--- src/rtl/cmd_prot_bank.sv ---
module cmd_prot_bank #(
  parameter int ADDR_W    = 24,
  parameter int ROM_BYTES = 32'h400000
) (
  input  logic              clk,
  input  logic              rst_n,
  input  logic [ADDR_W-1:0] cpu_addr,
  input  logic              rd_en,
  input  logic              wr_en,
  input  logic [7:0]        wr_data,
  output logic [7:0]        rd_data,
  output logic [ADDR_W-1:0] rom_addr
);
  localparam int PAGE_SH = 15;
  localparam int PAGES   = ROM_BYTES >> PAGE_SH;
  localparam int HI_W    = ADDR_W - 20;
  localparam int PG_W    = ADDR_W - PAGE_SH;

  logic [7:0] cmd_q, data_q, page_q;
  logic [7:0] xform, rev;
  logic       in_reg, in_page, in_win, low_win, page_ok;

  assign in_reg  = cpu_addr[ADDR_W-1:20] == HI_W'(6);
  assign in_page = cpu_addr[ADDR_W-1:20] == HI_W'(7);
  assign in_win  = in_reg | in_page;
  assign low_win = cpu_addr[ADDR_W-1:PAGE_SH] == '0;
  assign page_ok = int'(wr_data) < PAGES;

  always_ff @(posedge clk) begin
    if (!rst_n) begin
      cmd_q  <= '0;
      data_q <= '0;
      page_q <= '0;
    end else if (wr_en) begin
      if (in_reg && cpu_addr[1])  cmd_q  <= wr_data;
      if (in_reg && !cpu_addr[1]) data_q <= wr_data;
      if (in_page && page_ok)     page_q <= wr_data;
    end
  end

  always_comb begin
    for (int i = 0; i < 8; i++) rev[i] = data_q[7-i];
    unique case (cmd_q)
      8'h01:   xform = {1'b0, data_q[7:1]};
      8'h02:   xform = {data_q[3:0], data_q[7:4]};
      8'h03:   xform = rev;
      default: xform = '0;
    endcase
  end

  assign rd_data  = (rd_en && in_win) ? xform : 8'h00;
  assign rom_addr = low_win ? {PG_W'(page_q), cpu_addr[PAGE_SH-1:0]} : cpu_addr;
endmodule

--- config.mk ---
export PLATFORM = sky130hd
export DESIGN_NAME = cmd_prot_bank
export DESIGN_NICKNAME = d
export VERILOG_FILES = /design/src/rtl/cmd_prot_bank.sv
export SDC_FILE = /design/constraint.sdc
export NUM_CORES = 1
export LEC_CHECK = 0
export BUFFER_PORTS_ARGS = -buffer_cell sky130_fd_sc_hd__buf_4
export CAP_MARGIN = 20
export CORE_MARGIN = 1
export CORE_UTILIZATION = 40
export CTS_CLUSTER_DIAMETER = 50
export DETAILED_ROUTE_END_ITERATION = 10
export HOLD_SLACK_MARGIN = 0.08
export PLACE_DENSITY = 0.75
export REMOVE_ABC_BUFFERS = 1
export SLEW_MARGIN = 25
export SYNTH_ARGS = -nofsm -noshare
export SYNTH_HDL_FRONTEND = slang
export SYNTH_SLANG_ARGS = --single-unit
--- constraint.sdc ---
create_clock -name clk -period 3.5 [get_ports clk]
set_clock_uncertainty 0.05 [all_clocks]
set_input_delay 0.7 -clock clk [delete_from_list [all_inputs] [get_ports clk]]
set_output_delay 0.7 -clock clk [all_outputs]
set_load 0.05 [all_outputs]
==> flow_summary.json <==
{
  "drv_cap": 0,
  "drive_gt1_share_pct": 31.5,
  "n_antenna_cell": 0,
  "synth_enable_flop_cells": 0,
  "crit_top_cell": "buf_4",
  "synth_area_leader_cell": "dfxtp_1",
  "grt_max_degree": 33,
  "vias_per_cell": 5.33,
  "cts_hold_buf": 0,
  "start_kind": "primary input",
  "max-slew-margin-rel_pct": 54.5,
  "coreArea_um2": 3100,
  "regArea_um2": 480,
  "synth_common_cells": "33 x nand2_1, 24 x dfxtp_1, 24 x mux2i_1",
  "dp_hpwl_mm": 2.65,
  "finalCriticalPeriod_ps": 2830,
  "cp_top_family": "simple AND/OR/NAND/NOR gates",
  "row_count": 20,
  "synth.area.top_cells": "dfxtp_1 36%, mux2i_1 18%, nand2_1 9.4%",
  "cp.buffers_inverters": 2,
  "rsz0062_at_grt": "false",
  "dp_worst_setup_slack_ps": 684,
  "netlist_instances": 148,
  "hold_end": "page_q[7]",
  "p_leak_nw": 0.677,
  "rr_worst_depth": 2,
  "cts_root_buf": "clkbuf_4",
  "routed_wirelength_mm": 3.28,
  "synth_most_common_cell": "nand2_1",
  "insertion_delay_ps": 310,
  "drc": 0,
  "setup_ws_ps": 670,
  "outcome": "finished, final reports clean",
  "ir_drop_mv": 0.191,
  "start_util_pct": 42.7,
  "fillers": 317,
  "cts_resized": 0,
  "cp_cell_sequence": "buf_4 -> or4_4 -> nor3_4 -> a21o_1 -> buf_4",
  "tightest_slew_ps": 682,
  "postCtsSetupBuffers": 0,
  "whs_path_depth": 2,
  "ys_ff_latch": 24,
  "final-instance-count-excl-fill": 212,
  "crit_slowest_cell": "or4_4",
  "synth_top_area_share_pct": 36.3,
  "gp_congestion": 0.873,
  "antenna_found_initial": 0,
  "h-tree-depth": 1,
  "hp-class": "flip-flop to flip-flop",
  "required_ps": 2750,
  "die_width_um": 59.5,
  "port-buffer-count": 39,
  "dr_total_vias": 1130,
  "multi_input_area_um2": 692,
  "dpl.cell_count": 209,
  "endpoint_kind": "output pin",
  "drtIter0Drc": 51,
  "pin_count": 68,
  "grt_pass1_wl_mm": 5.30,
  "holdCritStartpoint": "page_q[7]",
  "synth_ff_type": "dfxtp_1",
  "max_freq_ghz": 0.353,
  "finalSetupTns_ps": 0,
  "antenna_left": 0,
  "nets": 206,
  "seq_area_frac_synth_pct": 36.3,
  "drv_slew": 0,
  "grt_pass1_vias": 1083,
  "synth_area_per_cell_um2": 8.94,
  "area_growth_pct": 17.7,
  "reg2reg_to": "cmd_q[0]",
  "ys_types": 22,
  "cts.clk_slew.worst_paths_ps": 110,
  "final_core_util_pct": 50.2,
  "ys_async_sr_fraction_pct": 0,
  "finalInstanceArea_um2": 1560,
  "grtUsageTotal_pct": 20.6,
  "avgRoutedWirePerCell_um": 15.4,
  "die_y_um": 59.5,
  "path_class": "primary input to output pin",
  "hold_viol_final": 0,
  "cts_tree": "built",
  "synthesis.area_um2": 1320,
  "placed_area_um2": 1540,
  "cp.arrival_ps": 2080,
  "regToRegSetupSlack_ps": 2580,
  "synth_warnings": 0,
  "clockBufferDepth": 2,
  "overflow": 0,
  "finalSetupViolations": 0,
  "critPathMaxFanout": 7,
  "cts_buffers": 3,
  "cts_sinks": 24,
  "fp.dieArea_um2": 3540,
  "power_density_nw_per_um2": 302,
  "crit_path_max_incr_delay_ps": 560,
  "r2r-start": "cmd_q[0]",
  "min_period_over_period_pct": 80.9,
  "drt_pre_antenna_iters": 4
}
cell families (layout without fill, tap and decap cells):
logic type	Yosys count	after routing	synth area share (%)
and+or+nand+nor	54	54	20.0
muxes	30	30	23.3
DFF	24	24	36.3
buffers and inverters	24	44	11.4
AOI/OAI and AO/OA	16	16	8.98
flip-flops by register name, summed over array words and instances (netlist names):
name and flops:
cmd_q 8, data_q 8, page_q 8
through the flow:
| stage | total power, mW | hold WS (ps) |
|---|---|---|
| after CTS | 0.474 | 403 |
| after floorplan | 0.315 | 360 |
| after detailed placement | 0.360 | 386 |
| after global placement | 0.358 | 373 |
| after global routing | 0.490 | 423 |
| final | 0.470 | 400 |
worst register-to-register path, stage by stage (launching register included):
cell     delay, ps
dfxtp_1        600
nand2_1         90
mux2i_1        130
cells in the final DEF (no fill, tap or decap), types with 2 or more instances in the layout:
master,count
clkbuf_4,3
dfxtp_1,24
buf_4,41
nor2b_1,2
mux2i_1,24
mux2_2,6
nor3b_1,3
nor2_1,8
nand2_1,33
a21o_1,8
a22oi_1,6
layout make-up:
class,instances,area share [%]
multi-input cells,100,44.4
flip-flops and latches,24,30.8
repair buffers,41,19.8
well taps,44,3.53
clock buffers,3,1.45
routing by layer:
metal	vias to the layer above	part of all wire, %	wire length [um]	track usage, %
li1	537	-	-	-
met1	550	44	1450	27.2
met2	41	47	1530	30.8
met3	2	8.5	279	8.30
met4	0	0.43	14	4.65
met5	-	0	0	7.94
report_power, final:
part | leakage, nW | total, mW | switching [mW] | internal (mW)
logic | 0.470 | 0.0768 | 0.0453 | 0.0315
registers | 0.193 | 0.277 | 0.00183 | 0.275
clock network | 0.0138 | 0.116 | 0.0760 | 0.0401
worst max path at each step:
| stage | start | endpoint | slack (ps) | cells past startpoint |
|---|---|---|---|---|
| floorplan | rd_en | rd_data[7] | 360 | 3 |
| global placement | cpu_addr[21] | rom_addr[21] | 760 | 5 |
| detailed placement | cpu_addr[21] | rom_addr[16] | 680 | 5 |
| CTS | cpu_addr[21] | rom_addr[16] | 680 | 5 |
| global route | cpu_addr[21] | rom_addr[16] | 630 | 5 |
| finish | cpu_addr[21] | rom_addr[16] | 670 | 5 |
No activity file was read; power rests on OpenSTA's default activity.
